==> config.mk <==
export PLATFORM = sky130hd
export DESIGN_NAME = seg_page_xlate
export DESIGN_NICKNAME = d
export VERILOG_FILES = /design/src/rtl/spx_pkg.sv /design/src/rtl/spx_level_map.sv /design/src/rtl/spx_index_sel.sv /design/src/rtl/spx_walk_ctrl.sv /design/src/rtl/seg_page_xlate.sv
export SDC_FILE = /design/constraint.sdc
export NUM_CORES = 1
export LEC_CHECK = 0
export ABC_AREA = 1
export BUFFER_PORTS_ARGS = -buffer_cell sky130_fd_sc_hd__buf_2
export CAP_MARGIN = 20
export CORE_MARGIN = 5
export CORE_UTILIZATION = 50
export DETAILED_ROUTE_END_ITERATION = 16
export PLACE_DENSITY_LB_ADDON = 0.08
export SLEW_MARGIN = 20
export SYNTH_ARGS = -nofsm -noshare
export SYNTH_HDL_FRONTEND = slang
export SYNTH_SLANG_ARGS = --single-unit
export TNS_END_PERCENT = 50
==> constraint.sdc <==
create_clock -name clk -period 4.6 [get_ports clk]
set_input_delay 0.23 -clock clk [delete_from_list [all_inputs] [get_ports clk]]
set_output_delay 0.23 -clock clk [all_outputs]
set_load 0.005 [all_outputs]
==> src/rtl/spx_pkg.sv <==
package spx_pkg;
  // Walk level kinds; the numeric values double as the fault codes.
  typedef enum logic [1:0] {
    LVL_NONE = 2'd0,
    LVL_DIR  = 2'd1,
    LVL_SEG  = 2'd2,
    LVL_PAGE = 2'd3
  } lvl_kind_t;

  typedef enum logic [1:0] {
    WM_PAGE = 2'd0,
    WM_SEG  = 2'd1,
    WM_DIR  = 2'd2,
    WM_ALT  = 2'd3
  } walk_mode_t;

  typedef enum logic [1:0] {
    ST_IDLE  = 2'd0,
    ST_ISSUE = 2'd1,
    ST_WAIT  = 2'd2,
    ST_DONE  = 2'd3
  } walk_state_t;
endpackage

==> src/rtl/spx_level_map.sv <==
module spx_level_map
  import spx_pkg::*;
(
  input  logic [1:0] mode,
  input  logic [1:0] level,
  output lvl_kind_t  kind,
  output logic       last
);
  always_comb begin
    kind = LVL_PAGE;
    last = 1'b1;
    case (walk_mode_t'(mode))
      WM_PAGE: begin
        kind = LVL_PAGE;
        last = 1'b1;
      end
      WM_DIR: begin
        case (level)
          2'd0:    begin kind = LVL_DIR;  last = 1'b0; end
          2'd1:    begin kind = LVL_SEG;  last = 1'b0; end
          default: begin kind = LVL_PAGE; last = 1'b1; end
        endcase
      end
      default: begin
        if (level == 2'd0) begin
          kind = LVL_SEG;
          last = 1'b0;
        end else begin
          kind = LVL_PAGE;
          last = 1'b1;
        end
      end
    endcase
  end
endmodule

==> src/rtl/spx_index_sel.sv <==
module spx_index_sel
  import spx_pkg::*;
#(
  parameter int SEG_W   = 6,
  parameter int PAGE_W  = 5,
  parameter int OFF_W   = 8,
  parameter int MADDR_W = 16
) (
  input  logic [SEG_W+PAGE_W+OFF_W-1:0] vaddr,
  input  logic [1:0]                    mode,
  input  lvl_kind_t                     kind,
  output logic [MADDR_W-1:0]            idx
);
  localparam int VA_W = SEG_W + PAGE_W + OFF_W;
  localparam int S2_W = SEG_W / 2;
  localparam int S1_W = SEG_W - S2_W;

  logic [SEG_W-1:0]  seg_f;
  logic [PAGE_W-1:0] page_f;
  logic [S1_W-1:0]   s1_f;
  logic [S2_W-1:0]   s2_f;

  assign seg_f  = vaddr[VA_W-1 -: SEG_W];
  assign page_f = vaddr[OFF_W +: PAGE_W];
  assign s1_f   = seg_f[SEG_W-1 -: S1_W];
  assign s2_f   = seg_f[S2_W-1:0];

  always_comb begin
    case (kind)
      LVL_DIR:  idx = MADDR_W'(s1_f);
      LVL_SEG:  idx = (walk_mode_t'(mode) == WM_DIR) ? MADDR_W'(s2_f) : MADDR_W'(seg_f);
      default:  idx = MADDR_W'(page_f);
    endcase
  end
endmodule

==> src/rtl/spx_walk_ctrl.sv <==
module spx_walk_ctrl
  import spx_pkg::*;
#(
  parameter int SEG_W   = 6,
  parameter int PAGE_W  = 5,
  parameter int OFF_W   = 8,
  parameter int MADDR_W = 16,
  parameter int FRAME_W = 12
) (
  input  logic                          clk,
  input  logic                          rst_n,
  input  logic                          req_valid,
  output logic                          req_ready,
  input  logic [SEG_W+PAGE_W+OFF_W-1:0] req_vaddr,
  input  logic [1:0]                    req_mode,
  input  logic [MADDR_W-1:0]            req_base,
  output logic                          mem_req_valid,
  input  logic                          mem_req_ready,
  output logic [MADDR_W-1:0]            mem_addr,
  input  logic                          mem_rsp_valid,
  input  logic [MADDR_W:0]              mem_rsp_data,
  output logic                          out_valid,
  input  logic                          out_ready,
  output logic [FRAME_W+OFF_W-1:0]      out_pa,
  output logic [1:0]                    out_fault,
  output logic [SEG_W+PAGE_W+OFF_W-1:0] va_q,
  output logic [1:0]                    mode_q,
  output logic [1:0]                    level_q,
  input  lvl_kind_t                     kind,
  input  logic                          last,
  input  logic [MADDR_W-1:0]            idx
);
  localparam int PA_W = FRAME_W + OFF_W;

  walk_state_t             state_q;
  logic [MADDR_W-1:0]      ptr_q;
  logic [PA_W-1:0]         pa_q;
  logic [1:0]              flt_q;
  logic                    resident;
  logic                    accept;

  assign resident      = mem_rsp_data[MADDR_W];
  assign req_ready     = (state_q == ST_IDLE);
  assign accept        = req_valid && req_ready;
  assign mem_req_valid = (state_q == ST_ISSUE);
  assign mem_addr      = ptr_q + idx;
  assign out_valid     = (state_q == ST_DONE);
  assign out_pa        = pa_q;
  assign out_fault     = flt_q;

  always_ff @(posedge clk) begin
    if (!rst_n) begin
      state_q <= ST_IDLE;
      va_q    <= '0;
      mode_q  <= '0;
      ptr_q   <= '0;
      level_q <= '0;
      pa_q    <= '0;
      flt_q   <= '0;
    end else begin
      case (state_q)
        ST_IDLE: if (accept) begin
          va_q    <= req_vaddr;
          mode_q  <= req_mode;
          ptr_q   <= req_base;
          level_q <= '0;
          flt_q   <= '0;
          state_q <= ST_ISSUE;
        end
        ST_ISSUE: if (mem_req_ready) state_q <= ST_WAIT;
        ST_WAIT: if (mem_rsp_valid) begin
          if (!resident) begin
            flt_q   <= kind;
            pa_q    <= '0;
            state_q <= ST_DONE;
          end else if (last) begin
            pa_q    <= {mem_rsp_data[FRAME_W-1:0], va_q[OFF_W-1:0]};
            state_q <= ST_DONE;
          end else begin
            ptr_q   <= mem_rsp_data[MADDR_W-1:0];
            level_q <= level_q + 2'd1;
            state_q <= ST_ISSUE;
          end
        end
        default: if (out_ready) state_q <= ST_IDLE;
      endcase
    end
  end

  // once a request is taken, no second one is accepted
  a_r9_busy_blocks: assert property (@(posedge clk) disable iff (!rst_n)
    accept |=> !req_ready);
  // stalled result does not change
  a_r10_result_hold: assert property (@(posedge clk) disable iff (!rst_n)
    out_valid && !out_ready |=> out_valid && $stable(out_pa) && $stable(out_fault));
  // stalled memory request does not change
  a_r8_mem_req_hold: assert property (@(posedge clk) disable iff (!rst_n)
    mem_req_valid && !mem_req_ready |=> mem_req_valid && $stable(mem_addr));
  // fault code persists until the next accepted request
  a_r7_fault_hold: assert property (@(posedge clk) disable iff (!rst_n)
    (out_fault != 2'd0) && !accept |=> out_fault == $past(out_fault));
  // a faulting result carries a zero address
  a_r6_fault_zero_pa: assert property (@(posedge clk) disable iff (!rst_n)
    out_valid && (out_fault != 2'd0) |-> out_pa == '0);
endmodule

==> src/rtl/seg_page_xlate.sv <==
module seg_page_xlate
  import spx_pkg::*;
#(
  parameter int SEG_W   = 6,
  parameter int PAGE_W  = 5,
  parameter int OFF_W   = 8,
  parameter int MADDR_W = 16,
  parameter int FRAME_W = 12
) (
  input  logic                          clk,
  input  logic                          rst_n,
  input  logic                          req_valid,
  output logic                          req_ready,
  input  logic [SEG_W+PAGE_W+OFF_W-1:0] req_vaddr,
  input  logic [1:0]                    req_mode,
  input  logic [MADDR_W-1:0]            req_base,
  output logic                          mem_req_valid,
  input  logic                          mem_req_ready,
  output logic [MADDR_W-1:0]            mem_addr,
  input  logic                          mem_rsp_valid,
  input  logic [MADDR_W:0]              mem_rsp_data,
  output logic                          out_valid,
  input  logic                          out_ready,
  output logic [FRAME_W+OFF_W-1:0]      out_pa,
  output logic [1:0]                    out_fault
);
  localparam int VA_W = SEG_W + PAGE_W + OFF_W;

  logic [VA_W-1:0]    va_q;
  logic [1:0]         mode_q;
  logic [1:0]         level_q;
  lvl_kind_t          kind;
  logic               last;
  logic [MADDR_W-1:0] idx;

  spx_level_map u_map (
    .mode (mode_q),
    .level(level_q),
    .kind (kind),
    .last (last)
  );

  spx_index_sel #(
    .SEG_W(SEG_W), .PAGE_W(PAGE_W), .OFF_W(OFF_W), .MADDR_W(MADDR_W)
  ) u_idx (
    .vaddr(va_q),
    .mode (mode_q),
    .kind (kind),
    .idx  (idx)
  );

  spx_walk_ctrl #(
    .SEG_W(SEG_W), .PAGE_W(PAGE_W), .OFF_W(OFF_W),
    .MADDR_W(MADDR_W), .FRAME_W(FRAME_W)
  ) u_ctrl (
    .clk          (clk),
    .rst_n        (rst_n),
    .req_valid    (req_valid),
    .req_ready    (req_ready),
    .req_vaddr    (req_vaddr),
    .req_mode     (req_mode),
    .req_base     (req_base),
    .mem_req_valid(mem_req_valid),
    .mem_req_ready(mem_req_ready),
    .mem_addr     (mem_addr),
    .mem_rsp_valid(mem_rsp_valid),
    .mem_rsp_data (mem_rsp_data),
    .out_valid    (out_valid),
    .out_ready    (out_ready),
    .out_pa       (out_pa),
    .out_fault    (out_fault),
    .va_q         (va_q),
    .mode_q       (mode_q),
    .level_q      (level_q),
    .kind         (kind),
    .last         (last),
    .idx          (idx)
  );

  // Checker state: reads in flight and reads made by the current walk.
  logic [1:0] inflight_q;
  logic [2:0] refs_q;
  logic [2:0] refs_exp;

  always_ff @(posedge clk) begin
    if (!rst_n) begin
      inflight_q <= '0;
      refs_q     <= '0;
    end else begin
      if (mem_req_valid && mem_req_ready && !mem_rsp_valid) inflight_q <= inflight_q + 2'd1;
      else if (mem_rsp_valid && !(mem_req_valid && mem_req_ready) && inflight_q != 2'd0)
        inflight_q <= inflight_q - 2'd1;
      if (req_valid && req_ready) refs_q <= '0;
      else if (mem_req_valid && mem_req_ready) refs_q <= refs_q + 3'd1;
    end
  end

  always_comb begin
    case (walk_mode_t'(mode_q))
      WM_PAGE: refs_exp = 3'd1;
      WM_DIR:  refs_exp = 3'd3;
      default: refs_exp = 3'd2;
    endcase
  end

  // never more than one read in flight
  a_r8_single_read: assert property (@(posedge clk) disable iff (!rst_n)
    inflight_q <= 2'd1);
  a_r8_no_issue_in_flight: assert property (@(posedge clk) disable iff (!rst_n)
    mem_req_valid |-> inflight_q == 2'd0);
  // a clean walk makes exactly the reads its mode calls for
  a_r3_walk_refs: assert property (@(posedge clk) disable iff (!rst_n)
    out_valid && (out_fault == 2'd0) |-> refs_q == refs_exp);
endmodule

Yosys cells after proc, flatten, opt, wreduce, memory -nomap -nowiden
Cells that the tools add are included.
{ "totals": {"input_bits": 60, "regBits": 63} }
{ "classes": {"eq_ne": 14, "add_sub_neg": 2, "n_mux": 30, "n_reduce_logical": 12} }
{ "op_table": {"columns": ["cell", "count"], "rows": [
  ["16-bit two-way mux", 4],
  ["16-bit one-hot mux with 2 select lines", 2],
  ["20-bit two-way mux", 2],
  ["2-bit two-way mux", 12],
  ["16-bit adder", 1],
  ["2-bit one-hot mux with 2 select lines", 4],
  ["2-bit inequality test (second input constant)", 5],
  ["2-bit == test (second input constant)", 4],
  ["4-bit AND reduction", 2],
  ["2-bit by 1-bit == test with 1-bit output (second input constant)", 3],
  ["2-bit zero test", 3],
  ["6-bit two-way mux", 1],
  ["2-bit one-hot mux with 3 select lines", 1],
  ["5-bit AND reduction", 1],
  ["2-bit by 1-bit inequality test with 1-bit output (second input constant)", 2],
  ["4-bit nonzero test", 1],
  ["1-bit two-way mux", 3],
  ["3-bit AND reduction", 1],
  ["2-bit by 1-bit adder with 2-bit output (second input constant)", 1],
  ["1-bit one-hot mux with 2 select lines", 1],
  ["2-bit AND reduction", 1],
  ["2-bit nonzero test", 1],
  ["2-bit OR reduction", 1],
  ["1-bit logical AND", 1]
]} }

Longest topological paths before layout
{ "depth": {"word_depth": 8, "mapped_depth": 19, "mapped_depth_nobuf": 19} }

By module
From an unflattened synthesis, not the netlist that was laid out.
{ "hier_totals": {"cells_unflattened": 596, "hier_area_um2": 3806.2} }
{ "by_module_without_submodules": {"columns": ["module", "cells_each", "area_each_um2", "instances"], "rows": [
  ["spx_walk_ctrl", 538, 3500.9, 1],
  ["spx_index_sel", 48, 262.8, 1],
  ["spx_level_map", 10, 42.5, 1]
]} }

Least setup slack after synthesis
Ideal clock, no wire load.
{ "synth_path": {"kind": "register to output", "from": "reg u_ctrl.level_q[0]", "to": "out mem_addr[12]", "slack_ps": 1760, "path_stages_with_launch": 17, "t_required_ps": 4370, "n_path_buf": 0, "arrival_time_ps": 2610, "path_cell_list": "dfxtp_1 > inv_1 > ha_1 > nand2_1 > o21ai_0 > ha_1 > inv_1 > nand3_1 > o21ai_0 > inv_1 > ha_1 > fa_1 > nand2_1 > nand3_1 > nand3_1 > nand2_1 > nand2_1"} }
{ "synth_via": {"elab_chain_cells": 6, "word_cells_on_any_way": 9} }
{ "synth_rtl": {"columns": ["element", "line_no", "text"], "rows": [
  ["start: declaration", "spx_walk_ctrl.sv:28", "output logic [1:0] level_q,"],
  ["start signal: assignment", "spx_walk_ctrl.sv:81", "level_q <= level_q + 2'd1;"],
  ["2-bit by 1-bit == test with 1-bit output or 2-bit zero test (tied branches)", "spx_level_map.sv:18, spx_level_map.sv:25", null],
  ["2-bit one-hot mux with 2 select lines or 1-bit two-way mux (tied branches)", "spx_level_map.sv:18, spx_level_map.sv:25", null],
  ["2-bit one-hot mux with 2 select lines *", "spx_level_map.sv:12", "case (walk_mode_t'(mode))"],
  ["2-bit == test or 2-bit by 1-bit == test with 1-bit output (tied branches)", "spx_index_sel.sv:29", "case (kind)"],
  ["16-bit one-hot mux with 2 select lines *", "spx_index_sel.sv:29", null],
  ["16-bit adder *", "spx_walk_ctrl.sv:46", "assign mem_addr = ptr_q + idx;"],
  ["end: declaration", "seg_page_xlate.sv:19", "output logic [MADDR_W-1:0] mem_addr,"]
]} }
Mark *: on every way between the ends. The rest lies on a longest branch, timed or not.

Worst setup path after layout
{ "layout_path": {"from": "reg u_ctrl.level_q[0]", "to": "out mem_addr[14]"} }
The elaborated chain is that of the path after synthesis.

==> run metrics <==
hold_buf cts 0; fin. max-slew vios 0; CP max FO 9; worst path bufs/invs 4; simple-gate share of the synthesized area 41.6%; Syn Nets 672; top cell type's share of synthesized area 33.9%; # diodes 0; core area 0.00725 mm^2; clk root buf clkbuf_8; worst reg2reg setup slack 2.21 ns; vias after detailed routing 3,803; Final Hold Vio Count 0; length of routed wiring on met1 4280 um; DR pass1 iterations 4; Yosys reg bits 63; CP startpoint kind flip-flop; postcts setup bufs 0; via/cell ratio 4.85; FMAX 278 MHz; multi-input logic area 0.00205 mm^2; CTS tree yes; Power Density 601 mW/mm^2; clock sinks 63; CP delay by family, top adder cells; setup violators final 0; Placed Cells 770; Reg2Reg Depth 8; Worst-Margin Slew 0.989 ns; CTS Buf Count 9; fill count 743; fraction of synthesized cell area in xor and xnor cells 1.41%; worst hold path endpoint u_ctrl.va_q[18]; fin crit period 3.60 ns; Routed Antenna Nets 0; Met3 Wirelength 502 um; first-pass GRT wire length 15,800 um; Period Utilization, post-route 78.3%; Crit Path Class reg -> out; port buffer count 100; largest cells by area after synthesis dfxtp_1 34%, nand2_1 19%, nor2_1 11%; clk_skew 0.0101 ns; peak supply drop 0.243 mV; non-filler cells, final 784; Hold Path Depth 3; chip width 96.2 um; Area Growth Syn to Fin 17.4%; Rel. slew slack 34.1%; Worst Path Required 4.37 ns; outcome complete, no violations; total leakage power 2.36 nW; reg2reg start u_ctrl.state_q[1]; Initial Utilization 51.2%; Die Y 96.2 um; Global Route Usage Sum 21.1%; post-synth top area cell dfxtp_1; final WL 9090 um; vias in the first global route 3,568; Yosys cell types 29; DR top layer met4; die footprint 0.00926 mm^2; hold path start req_vaddr[18]; synth warn 0; # rows 31; fin area 0.00436 mm^2; sequential share of the synthesized area 33.9%; Post-DP Area 0.00420 mm^2; CP cell instances inv_1 -> ha_1 -> nand2_1 -> o21ai_0 -> ha_1 -> inv_1 -> nand3_1 -> o21ai_0 -> inv_1 -> ha_1 -> fa_1 -> nand2_1 -> nand3_1 -> nand3b_1 -> nand2_1 -> buf_2; synthesized instance count 599; Routability Congestion 0.882; largest net degree at the start of global routing 63; share of cells above drive strength 1 18.5%; Sequential Area 0.00126 mm^2; Reg clk slew, reported paths 0.07 ns; Initial DRC Count 146; max-cap viol count 0; complex-gate fraction of the synthesized area 7.64%; Remaining Overflow, GRT 0; top_reg_cell synth dfxtp_1; Mapped Avg Cell Area 6.20 um^2; DPL Wire Length 6780 um; mux cell area share after synthesis 0%; Critical Path Sink Type output port; H-tree depth 3; drt wl/cell 11.6 um; synthesized cell area 0.00372 mm^2; Synth Area in Adders 4.58%; number of synthesized flops with an enable pin 0; DR WL met2 4230 um; critical path's slowest cell fa_1; nets@finish 755; # resized after CTS 0; drt drc 0; initial antenna violation count 0; clk buf depth 2; Top Ports 101; reg2reg end u_ctrl.out_pa[19]; largest family of logic cells by synthesized area simple AND/OR/NAND/NOR gates; clock insertion delay at the later pin of the skew report 0.33 ns; RSZ-0062 raised after global routing no; Final TNS setup 0 ns; slowest stage delay, CP 0.42 ns; worst hold path class in -> reg; asr flop ratio synth 0%; Arr. time, crit path 3.37 ns
-- how the worst max path moves through the flow --
stage	cells past startpoint	slack, ns	endpoint	startpoint
floorplan	16	1.76	mem_addr[12]	u_ctrl.level_q[0]
global placement	15	1.48	mem_addr[6]	u_ctrl.level_q[0]
detailed placement	15	1.38	mem_addr[6]	u_ctrl.level_q[0]
CTS	16	0.97	mem_addr[14]	u_ctrl.level_q[0]
global route	17	0.57	mem_addr[12]	u_ctrl.level_q[0]
finish	16	1.0	mem_addr[14]	u_ctrl.level_q[0]
-- layout make-up --
class / count / share of cell area (%)
Timing Repair Buffer: 101 / 12.1
Multi-Input combinational cell: 445 / 47.0
Clock buffer: 13 / 3.64
Inverter: 62 / 5.34
Clock inverter: 1 / 0.115
Tap cell: 99 / 2.84
Sequential cell: 63 / 28.9
-- registers in the layout, summed over array words and instances (netlist names) --
signal            flops
u_ctrl.out_pa        20
u_ctrl.va_q          19
u_ctrl.ptr_q         16
u_ctrl.level_q        2
u_ctrl.mode_q         2
u_ctrl.out_fault      2
u_ctrl.state_q        2
-- cells in the mapped netlist, types with 5 or more instances --
master    count
nand2_1     186
nor2_1      109
dfxtp_1      63
inv_1        58
nand3_1      53
o21ai_0      28
a21oi_1      26
ha_1         12
clkbuf_1      9
buf_4         8
buf_1         7
nand3b_1      5
-- cell families (layout without fill, tap and decap cells) --
logic type / after synthesis / after routing
adder cells (fa/ha/maj): 13 / 13
flip-flops: 63 / 63
AO/OA/AOI/OAI: 56 / 56
XOR/XNOR: 6 / 6
AND/OR/NAND/NOR: 370 / 370
buffers and inverters: 91 / 177
-- per-layer routing --
metal  up-vias  global-route usage (%)
met5         -                       0
met4         0                    6.04
met3         8                    5.24
met2        82                    34.7
met1      1696                    27.3
li1       2017                       -
-- cell usage in the layout, fill, tap and decap left out, types with 2 or more instances in the layout --
cell type | synthesis | layout
a21oi_1 | 26 | 26
buf_2 | 1 | 100
clkbuf_1 | 9 | 2
clkbuf_8 | 0 | 11
dfxtp_1 | 63 | 63
ha_1 | 12 | 12
inv_1 | 58 | 58
inv_2 | 4 | 4
nand2_1 | 186 | 186
nand2_4 | 2 | 2
nand3_1 | 53 | 53
nand3b_1 | 5 | 5
nand4_1 | 4 | 4
nor2_1 | 109 | 109
nor2_2 | 3 | 3
nor3_1 | 3 | 3
o21ai_0 | 28 | 28
xnor2_1 | 2 | 2
xor2_1 | 4 | 4
-- report_power, final --
group / switching [mW] / internal (mW)
logic: 0.801 / 0.531
registers: 0.147 / 0.724
clock network: 0.199 / 0.219
total: 1.15 / 1.47
-- through the flow --
| step | hold WS, ns | setup slack [ns] | power [mW] | util (%) |
|---|---|---|---|---|
| global route | 0.161 | 0.573 | 2.91 | 60.1 |
| global placement | 0.462 | 1.48 | 2.16 | 57.5 |
| finish | 0.149 | 0.999 | 2.62 | 60.1 |
| detailed placement | 0.469 | 1.38 | 2.22 | 57.9 |
| floorplan | 0.396 | 1.76 | 1.88 | - |
| CTS | 0.135 | 0.970 | 2.65 | 60.1 |
-- tightest hold or removal path, stage by stage --
cell     delay (ns)
buf_2          0.07
o21ai_0        0.07
nor2_1         0.07
(Power assumes the default switching activity.)
